==> src/rtl/bce_pkg.sv <==
package bce_pkg;

  localparam int CODE_W = 4;

  typedef enum logic [CODE_W-1:0] {
    CC_EQ      = 4'd0,
    CC_NE      = 4'd1,
    CC_GT      = 4'd2,
    CC_LE      = 4'd3,
    CC_LT      = 4'd4,
    CC_GE      = 4'd5,
    CC_AV      = 4'd6,
    CC_NOT_AV  = 4'd7,
    CC_AC      = 4'd8,
    CC_NOT_AC  = 4'd9,
    CC_NEG     = 4'd10,
    CC_POS     = 4'd11,
    CC_MV      = 4'd12,
    CC_NOT_MV  = 4'd13,
    CC_NOT_CE  = 4'd14,
    CC_ALWAYS  = 4'd15
  } cond_code_e;

  typedef enum logic [1:0] {
    IC_OTHER  = 2'b00,
    IC_JUMP   = 2'b01,
    IC_CALL   = 2'b10,
    IC_RETURN = 2'b11
  } instr_class_e;

  typedef struct packed {
    logic zero;
    logic neg;
    logic ovf;
    logic carry;
    logic mac_ovf;
    logic shift_sign;
    logic loop_exp;
  } status_t;

endpackage

==> src/rtl/bce_flag_sync.sv <==
module bce_flag_sync #(
  parameter int   SYNC_STAGES = 2,
  parameter logic RESET_VAL   = 1'b0
) (
  input  logic clk,
  input  logic rst,
  input  logic pin_async,
  output logic sample_q
);

  logic [SYNC_STAGES-1:0] chain_q;

  generate
    if (SYNC_STAGES == 1) begin : g_single
      always_ff @(posedge clk) begin
        if (rst) chain_q <= RESET_VAL;
        else     chain_q <= pin_async;
      end
    end else begin : g_multi
      always_ff @(posedge clk) begin
        if (rst) chain_q <= {SYNC_STAGES{RESET_VAL}};
        else     chain_q <= {chain_q[SYNC_STAGES-2:0], pin_async};
      end
    end
  endgenerate

  // Last registered sample, refreshed every cycle.
  always_ff @(posedge clk) begin
    if (rst) sample_q <= RESET_VAL;
    else     sample_q <= chain_q[SYNC_STAGES-1];
  end

  // sample held at reset value right after reset
  p_sample_reset_r10 : assert property (@(posedge clk)
    rst |=> (sample_q == RESET_VAL))
    else $error("sample not cleared by reset");

endmodule

==> src/rtl/bce_arith_eval.sv <==
module bce_arith_eval
  import bce_pkg::*;
(
  input  status_t           status,
  input  logic [CODE_W-1:0] code,
  output logic              arith_true
);

  logic signed_lt;
  logic signed_le;

  always_comb begin
    signed_lt = status.neg ^ status.ovf;
    signed_le = signed_lt | status.zero;
  end

  always_comb begin
    unique case (cond_code_e'(code))
      CC_EQ:     arith_true =  status.zero;
      CC_NE:     arith_true = ~status.zero;
      CC_GT:     arith_true = ~signed_le;
      CC_LE:     arith_true =  signed_le;
      CC_LT:     arith_true =  signed_lt;
      CC_GE:     arith_true = ~signed_lt;
      CC_AV:     arith_true =  status.ovf;
      CC_NOT_AV: arith_true = ~status.ovf;
      CC_AC:     arith_true =  status.carry;
      CC_NOT_AC: arith_true = ~status.carry;
      CC_NEG:    arith_true =  status.shift_sign;
      CC_POS:    arith_true = ~status.shift_sign;
      CC_MV:     arith_true =  status.mac_ovf;
      CC_NOT_MV: arith_true = ~status.mac_ovf;
      CC_NOT_CE: arith_true = ~status.loop_exp;
      CC_ALWAYS: arith_true = 1'b1;
      default:   arith_true = 1'b0;
    endcase
  end

endmodule

==> src/rtl/bce_flag_gate.sv <==
module bce_flag_gate
  import bce_pkg::*;
(
  input  logic       use_flag,
  input  logic       invert,
  input  logic [1:0] iclass,
  input  logic       flag_sample,
  input  logic       arith_true,
  output logic       true_next,
  output logic       illegal_next
);

  logic class_ok;

  always_comb begin
    class_ok = (instr_class_e'(iclass) == IC_JUMP) ||
               (instr_class_e'(iclass) == IC_CALL);
    if (use_flag) begin
      illegal_next = ~class_ok;
      true_next    = class_ok & (flag_sample ^ invert);
    end else begin
      illegal_next = 1'b0;
      true_next    = arith_true;
    end
  end

endmodule

==> src/rtl/branch_cond_eval.sv <==
module branch_cond_eval
  import bce_pkg::*;
#(
  parameter int SYNC_STAGES = 2
) (
  input  logic              clk,
  input  logic              rst,
  input  logic              st_zero,
  input  logic              st_neg,
  input  logic              st_ovf,
  input  logic              st_carry,
  input  logic              st_mac_ovf,
  input  logic              st_shift_sign,
  input  logic              loop_expired,
  input  logic              flag_pin,
  input  logic [CODE_W-1:0] cond_code,
  input  logic              cond_use_flag,
  input  logic [1:0]        instr_class,
  output logic              cond_true,
  output logic              cond_illegal
);

  status_t status;
  logic    flag_sample;
  logic    arith_true;
  logic    true_next;
  logic    illegal_next;

  always_comb begin
    status.zero       = st_zero;
    status.neg        = st_neg;
    status.ovf        = st_ovf;
    status.carry      = st_carry;
    status.mac_ovf    = st_mac_ovf;
    status.shift_sign = st_shift_sign;
    status.loop_exp   = loop_expired;
  end

  bce_flag_sync #(
    .SYNC_STAGES (SYNC_STAGES),
    .RESET_VAL   (1'b0)
  ) u_sync (
    .clk       (clk),
    .rst       (rst),
    .pin_async (flag_pin),
    .sample_q  (flag_sample)
  );

  bce_arith_eval u_arith (
    .status     (status),
    .code       (cond_code),
    .arith_true (arith_true)
  );

  bce_flag_gate u_gate (
    .use_flag     (cond_use_flag),
    .invert       (cond_code[0]),
    .iclass       (instr_class),
    .flag_sample  (flag_sample),
    .arith_true   (arith_true),
    .true_next    (true_next),
    .illegal_next (illegal_next)
  );

  always_ff @(posedge clk) begin
    if (rst) begin
      cond_true    <= 1'b0;
      cond_illegal <= 1'b0;
    end else begin
      cond_true    <= true_next;
      cond_illegal <= illegal_next;
    end
  end

  // an illegal flag condition never reports true
  p_illegal_false_r9 : assert property (@(posedge clk) disable iff (rst)
    cond_illegal |-> !cond_true)
    else $error("illegal condition reported true");

  // illegal only follows a flag condition on a non-jump, non-call class
  p_illegal_source_r9 : assert property (@(posedge clk) disable iff (rst)
    cond_illegal |-> $past(cond_use_flag &&
                           instr_class != IC_JUMP && instr_class != IC_CALL))
    else $error("illegal raised without cause");

  // the always code yields true on the next edge
  p_always_true_r7 : assert property (@(posedge clk) disable iff (rst)
    (!cond_use_flag && cond_code == CC_ALWAYS) |=> cond_true)
    else $error("always code not true");

  // equal code tracks the zero flag one edge later
  p_equal_zero_r1 : assert property (@(posedge clk) disable iff (rst)
    (!cond_use_flag && cond_code == CC_EQ) |=> (cond_true == $past(st_zero)))
    else $error("equal code mismatch");

  // less-than code tracks sign xor overflow
  p_less_than_r2 : assert property (@(posedge clk) disable iff (rst)
    (!cond_use_flag && cond_code == CC_LT) |=>
      (cond_true == $past(st_neg ^ st_ovf)))
    else $error("less-than code mismatch");

  // legal flag condition follows the registered pin sample
  p_flag_sample_r8 : assert property (@(posedge clk) disable iff (rst)
    (cond_use_flag && (instr_class == IC_JUMP || instr_class == IC_CALL)) |=>
      (cond_true == $past(flag_sample ^ cond_code[0])))
    else $error("flag condition mismatch");

endmodule

==> config.mk <==
export PLATFORM = sky130hd
export DESIGN_NAME = branch_cond_eval
export DESIGN_NICKNAME = d
export VERILOG_FILES = /design/src/rtl/bce_pkg.sv /design/src/rtl/bce_flag_sync.sv /design/src/rtl/bce_arith_eval.sv /design/src/rtl/bce_flag_gate.sv /design/src/rtl/branch_cond_eval.sv
export SDC_FILE = /design/constraint.sdc
export NUM_CORES = 1
export LEC_CHECK = 0
export BUFFER_PORTS_ARGS = -buffer_cell sky130_fd_sc_hd__clkbuf_2
export CORE_AREA = 2 2 39 41
export CTS_CLUSTER_SIZE = 25
export DETAILED_ROUTE_END_ITERATION = 8
export DIE_AREA = 0 0 41 43
export PLACE_DENSITY = 0.56
export SYNTH_ARGS = -nofsm -noshare
export SYNTH_HDL_FRONTEND = slang
export SYNTH_SLANG_ARGS = --single-unit
==> constraint.sdc <==
create_clock -name clk -period 1.1 [get_ports clk]
set_input_delay 0.165 -clock clk [delete_from_list [all_inputs] [get_ports clk]]
set_output_delay 0.165 -clock clk [all_outputs]
set_load 0.02 [all_outputs]
==> results.toml, run 1 <==
[timing]
rsz0062_at_grt = "no"
relSlewSlack_pct = 86.24
hold_violations = 0
clock_skew_ns = 0.003639
fin_crit_sh_pct = 92.08
setup_viol = 0
fmax_mhz = 987.3
setup_ws_ns = 0.08715
period_needed_ns = 1.013
worst_pin_slew_ns = 0.2049
setup_tns_ns = 0
drv_slew = 0

[hold_path]
min_path_cells = 2
worstHoldEndpoint = "u_sync.chain_q[0]"
min_path_type = "primary input to flip-flop"
min_from = "flag_pin"

[run]
maxCapViolations = 0

[critical_path]
rr_startpoint = "u_sync.sample_q"
rrSetupSlack_ns = 0.09
startpoint = "u_sync.sample_q"
crit_chain = "xor2_1, and3_1, nor2_1, a311oi_1"
crit_arrival_ns = 1.16
crit_slowest_cell = "dfxtp_1"
regToRegEndpoint = "cond_true"
reg2reg_depth = 4
critical-path-max-stage-delay_ns = 0.33
cp.required_ns = 1.25
worst_setup_path_end_kind = "flip-flop"
start_kind = "flip-flop"
worstSetupPathType = "flip-flop to flip-flop"
crit_path_max_fanout = 2

[routing]
wl_per_cell_um = 9.395
highest_layer = "met3"
drc = 0
ant_nets = 0
drt_wl_total_um = 761
vias_per_cell = 4.383
wl_met3_um = 52
drt-met1-wl_um = 348
drtPass1Iterations = 2
route.met2.wl_um = 360
first_iter_violations = 4
num_vias = 355

[global_route]
grt_pass1_vias = 337
grt_pass1_wl_um = 1159
grt.overflow.total = 0
grtUsageTotal_pct = 9.849
grt_max_degree = 8
antenna_found_initial = 0

[floorplan]
pin_count = 19
die_h_um = 43
core_um2 = 1384
dieArea_um2 = 1763
start_util_pct = 24.95
num_rows = 14
die_x_um = 41

[layout]
nFillCells = 153
synthToLayoutAreaGrowth_pct = 49.28
finish.utilization_pct = 37.25
instances_no_fill = 81
nets = 83
drive_gt1_share_pct = 44.62
antenna_cells = 0

[clock_network]
clock_path_buffers = 2
h-tree-depth = 1
clock_sinks = 5
cts_setup_buffers = 0
cts_tree = "yes"
insertion_delay_ns = 0.23
ctsHoldBuffers = 0
clkSlewWorstSetupHoldPaths_ns = 0.04
cts_buffers = 3
cts_resized = 0
cts_root_buffer = "clkbuf_4"

[run_status]
status = "finished clean"

[yosys]
ys_top_cells_by_area = "dfxtp_1, nor2b_1, xor2_1"
synthCells = 38
avgSynthCellArea_um2 = 9.088
ys_ff_latch = 5
yosysWarnings = 0
syn_area_um2 = 345.3
yosysTopAreaCell = "dfxtp_1"
synth_nets = 55
ys_seq_area_share_pct = 28.99
synth_top_area_share_pct = 28.99
synthDistinctLibCells = 22

[place]
place_inst = 77
dp_slack_ns = -0.08737
place_congestion = 0.7619
portBuffers = 18
dp_hpwl_um = 642.6

[power_and_ir_drop]
p_leak_nw = 0.2488
p_per_area_nw_per_um2 = 1028
vdd_drop_max_uv = 378.8
[logic make-up after synthesis]
family	Yosys count	synth area share, %
simple gates	19	36.59
mux	3	8.696
compound gates	5	9.782
xor+xnor	5	12.68
buf+inv	1	3.261
flops	5	28.99
[critical path: cells and delay by family (launching register included)]
family	cells	cell delay [ns]
and+or+nand+nor	2	0.24
xor gates and xnor gates	1	0.14
DFF	1	0.33
AOI/OAI and AO/OA	1	0.22
[stage by stage]
stage	hold WS [ns]	instance area, um^2	power (mW)
floorplan	0.2366	349.1	0.2659
global route	0.1656	515.5	0.5650
CTS	0.1390	515.5	0.5384
finish	0.1404	515.5	0.5298
global placement	0.3727	489.2	0.3282
detailed placement	0.3815	489.2	0.3292
[power by group]
part / leakage (nW) / switching, mW / total (mW) / internal (mW)
logic: 0.193 / 0.0601 / 0.132 / 0.0715
clock network: 0.0150 / 0.0678 / 0.205 / 0.137
registers: 0.0411 / 0.00241 / 0.194 / 0.191
total: 0.249 / 0.130 / 0.530 / 0.400
[cell usage after synthesis (all sizes together)]
cell type / instances
nor2b: 6
dfxtp: 5
xor2: 4
mux2i: 3
nor3b: 3
nor2: 2
a21oi: 1
a311oi: 1
a31oi: 1
and3: 1
and3b: 1
buf: 1
nand2: 1
nand3: 1
nand3b: 1
nor3: 1
o2111ai: 1
o21ai: 1
or2b: 1
or3b: 1
xnor2: 1
[metal layers]
| layer | GRT usage, % | vias up |
|---|---|---|
| met5 | 0 | - |
| met3 | 1.571 | 0 |
| met2 | 15.63 | 10 |
| met1 | 11.61 | 156 |
| met4 | 6.000 | 0 |
| li1 | - | 189 |
[layout make-up]
cell class	count	area (um^2)	area share [%]
clock buffer	4	26.28	5.097
sequential	5	100.1	19.42
multi-input combinational	32	234.0	45.39
tap	16	20.02	3.883
timing repair buffer	24	135.1	26.21
[sequential cells by signal, summed over array words and instances (netlist names)]
name             count
u_sync.chain_q       2
cond_illegal         1
u_sync.sample_q      1
cond_true            1
[how the worst max path moves through the flow]
stage | cells past startpoint | endpoint | slack, ns
after CTS | 4 | cond_true | 0.07
after global placement | 5 | cond_true | -0.07
after global routing | 4 | cond_true | 0.009
after floorplan | 5 | cond_true | 0.0004
final | 4 | cond_true | 0.09
after detailed placement | 5 | cond_true | -0.09
[layout by cell type (no fill, tap or decap)]
master / n
nor3_1: 1
xnor2_1: 1
nand2_1: 1
or3b_1: 1
and3_1: 1
clkbuf_4: 3
xor2_1: 4
nor3b_2: 1
dfxtp_1: 5
a31oi_1: 1
buf_4: 6
nor3b_1: 2
o2111ai_1: 1
a21oi_1: 1
clkbuf_1: 1
nand3_1: 1
or2b_1: 1
nor2_1: 2
nand3b_1: 1
and3b_2: 1
clkbuf_2: 18
mux2i_1: 3
o21ai_0: 1
a311oi_1: 1
nor2b_1: 6
Power figures use the tool's default switching activity.
==> run 2, diff against run 1 <==
- PLACE_DENSITY: 0.56 -> 0.57
- SYNTH_HIERARCHICAL: default -> 1
==> run 2 against run 1 <==
Against the previous run:
- the run now ends with negative setup slack left
- via count increased by 3.4%
- sequential power hardly changed
- critical path depth rose by 3
- first-iteration DRC count up 25%
- global-route usage grew 0.60 points
- final cell count grew 4.9%
- combinational power is 36% higher
- critical path type is now primary input to flip-flop
- largest cell class unchanged
==> results.toml, run 2 <==
[floorplan]
pin_count = 19
die_h_um = 43
start_util_pct = 25.95
num_rows = 14
die_x_um = 41
core_um2 = 1384
dieArea_um2 = 1763

[layout]
drive_gt1_share_pct = 50.72
nets = 87
finish.utilization_pct = 43.67
largest_register_ffs = 2
antenna_cells = 0
nFillCells = 151
layout_commonest_cell = "clkbuf_2"
synthToLayoutAreaGrowth_pct = 68.29
final_cell_mix = "clkbuf_2, nor2b_1, buf_4, dfxtp_1"
largest-register = "u_sync/chain_q"

[critical_path]
worst_setup_path_end_kind = "flip-flop"
crit_arrival_ns = 1.35
start_kind = "primary input"
crit_end = "cond_true"
rr_startpoint = "u_sync/sample_q"
crit_path_max_fanout = 2
rrSetupSlack_ns = 0.23
reg2reg_depth = 3
cp.required_ns = 1.23
startpoint = "cond_code[3]"
worstSetupPathType = "primary input to flip-flop"
regToRegEndpoint = "cond_true"

[yosys]
synthCells = 40
synth_top_area_share_pct = 27.87
ys_seq_area_share_pct = 27.87
ys_ff_latch = 5
synthTopCellsByCount = "nor2b_1, dfxtp_1, xnor2_1"
yosysTopAreaCell = "dfxtp_1"
async_flop_share_pct = 0
ys_top_cells_by_area = "dfxtp_1, nor2b_1, xnor2_1"
synth_adder_area_share_pct = 0
synthDistinctLibCells = 19
avgSynthCellArea_um2 = 8.977
synth_compound_area_share_pct = 12.20
synth_simple_gate_area_share_pct = 28.92
synth_nets = 57
yosysWarnings = 6
synth_edf_count = 0
synth_most_common_cell = "nor2b_1"
synth_top_family_by_area = "simple AND/OR/NAND/NOR gates"
synth_ff_type = "dfxtp_1"
syn_area_um2 = 359.1
synth_xor_area_share_pct = 17.07
muxShareOfSynthArea_pct = 5.575

[clock_network]
clkSlewWorstSetupHoldPaths_ns = 0.04
cts_root_buffer = "clkbuf_4"
h-tree-depth = 1
insertion_delay_ns = 0.23
cts_buffers = 3
cts_tree = "yes"
clock_path_buffers = 2
clock_sinks = 5

[timing]
setup_tns_ns = -0.1267
rsz0062_at_grt = "yes"
hold_violations = 0
fin_crit_sh_pct = 111.5
clock_skew_ns = 0.00009182
drv_slew = 0
worst_pin_slew_ns = 0.1595
setup_ws_ns = -0.1267
relSlewSlack_pct = 89.06
period_needed_ns = 1.227
setup_viol = 1
fmax_mhz = 815.2

[run_status]
violations = "negative setup slack"
status = "finished with violations"

[power_and_ir_drop]
pwr-share-seq_pct = 33.6
p_sw_uw = 140.1
vdd_drop_max_uv = 609.1
pwr-share-comb_pct = 31.1
p_per_area_nw_per_um2 = 953.0
p_int_uw = 435.8
p_clk_share_pct = 35.4
p_sw_share_pct = 24.33
p_leak_nw = 0.3028

[run]
maxCapViolations = 0

[hold_path]
min_path_type = "primary input to flip-flop"

[global_route]
grt_pass1_vias = 368
antenna_found_initial = 0
grtUsageTotal_pct = 10.45
grt_pass1_wl_um = 1269
grt.overflow.total = 0
grt_max_degree = 10

[routing]
num_vias = 367
wl_per_cell_um = 8.859
drtPass1Iterations = 4
vias_per_cell = 4.318
ant_nets = 0
first_iter_violations = 5
drc = 0
drt_wl_total_um = 753

[place]
dp_hpwl_um = 580.8
portBuffers = 18
place_congestion = 0.6455
run 2: changes by cell type after synthesis, moves of 2 or more:
cell and change:
nor3b_1 -2, xnor2_1 +3, inv_1 +2, nand2b_1 +2, nor2b_1 +2
run 2: worst min path at each step:
stage,slack [ns],to,cells past startpoint,startpoint
after detailed placement,0.39,u_sync/chain_q[0],2,flag_pin
after floorplan,0.24,cond_illegal,1,rst
final,0.15,u_sync/chain_q[0],2,flag_pin
after global routing,0.14,u_sync/chain_q[0],2,flag_pin
after global placement,0.38,u_sync/chain_q[0],2,flag_pin
after CTS,0.14,u_sync/chain_q[0],2,flag_pin
run 2: routing by layer:
| metal | wire length (um) | up-vias | global-route usage, % |
|---|---|---|---|
| met4 | 0 | 0 | 8.000 |
| li1 | - | 195 | - |
| met1 | 305 | 165 | 10.32 |
| met5 | 0 | - | 0 |
| met3 | 37 | 0 | 1.571 |
| met2 | 411 | 7 | 17.81 |
run 2: what timing repair did:
item                                    in CTS  in global routing
pin swaps                                    6                  3
endpoints found under the setup margin       1                  1
hold buffers                                 0                  0
gates resized for setup                      7                  7
cloned                                       0                  0
buffers inserted                             1                  1
run 2: power groups by stage:
stage / clock [mW] / combinational [mW] / sequential [mW]
global placement: 0 / 0.145 / 0.197
CTS: 0.217 / 0.164 / 0.193
global route: 0.232 / 0.196 / 0.194
finish: 0.204 / 0.179 / 0.193
detailed placement: 0 / 0.147 / 0.196
floorplan: 0 / 0.0781 / 0.203
run 2: per-stage QoR:
step                      cells  instance area, um^2  worst slack, ns  hold WS [ns]  total power [mW]
after floorplan              40                359.1          -0.2151        0.2366            0.2812
after global placement       79                499.2          -0.3606        0.3807            0.3413
after detailed placement     79                499.2          -0.3797        0.3885            0.3433
after CTS                    84                569.3         -0.09162        0.1386            0.5744
after global routing         85                604.3          -0.1808        0.1370            0.6215
final                        85                604.3          -0.1267        0.1485            0.5759
run 2: layout make-up:
class                   instances  area, um^2  share of cell area [%]
flip-flops and latches          5       100.1                   16.56
well taps                      16       20.02                   3.313
clock buffers                   4       26.28                   4.348
repair buffers                 27       190.2                   31.47
inverters                       2       7.507                   1.242
multi-input cells              31       260.3                   43.06
run 2: logic make-up after synthesis:
kind of cell / after synthesis
muxes: 2
DFF: 5
AOI/OAI and AO/OA: 6
xor gates and xnor gates: 7
and+or+nand+nor: 16
buffers and inverters: 4
run 2: critical path: stages:
cell	delay (ns)
clkbuf_2	0.09
or4_1	0.51
nor2_1	0.09
a21oi_1	0.05
nor2b_2	0.15
a31o_1	0.18
nor2b_1	0.12
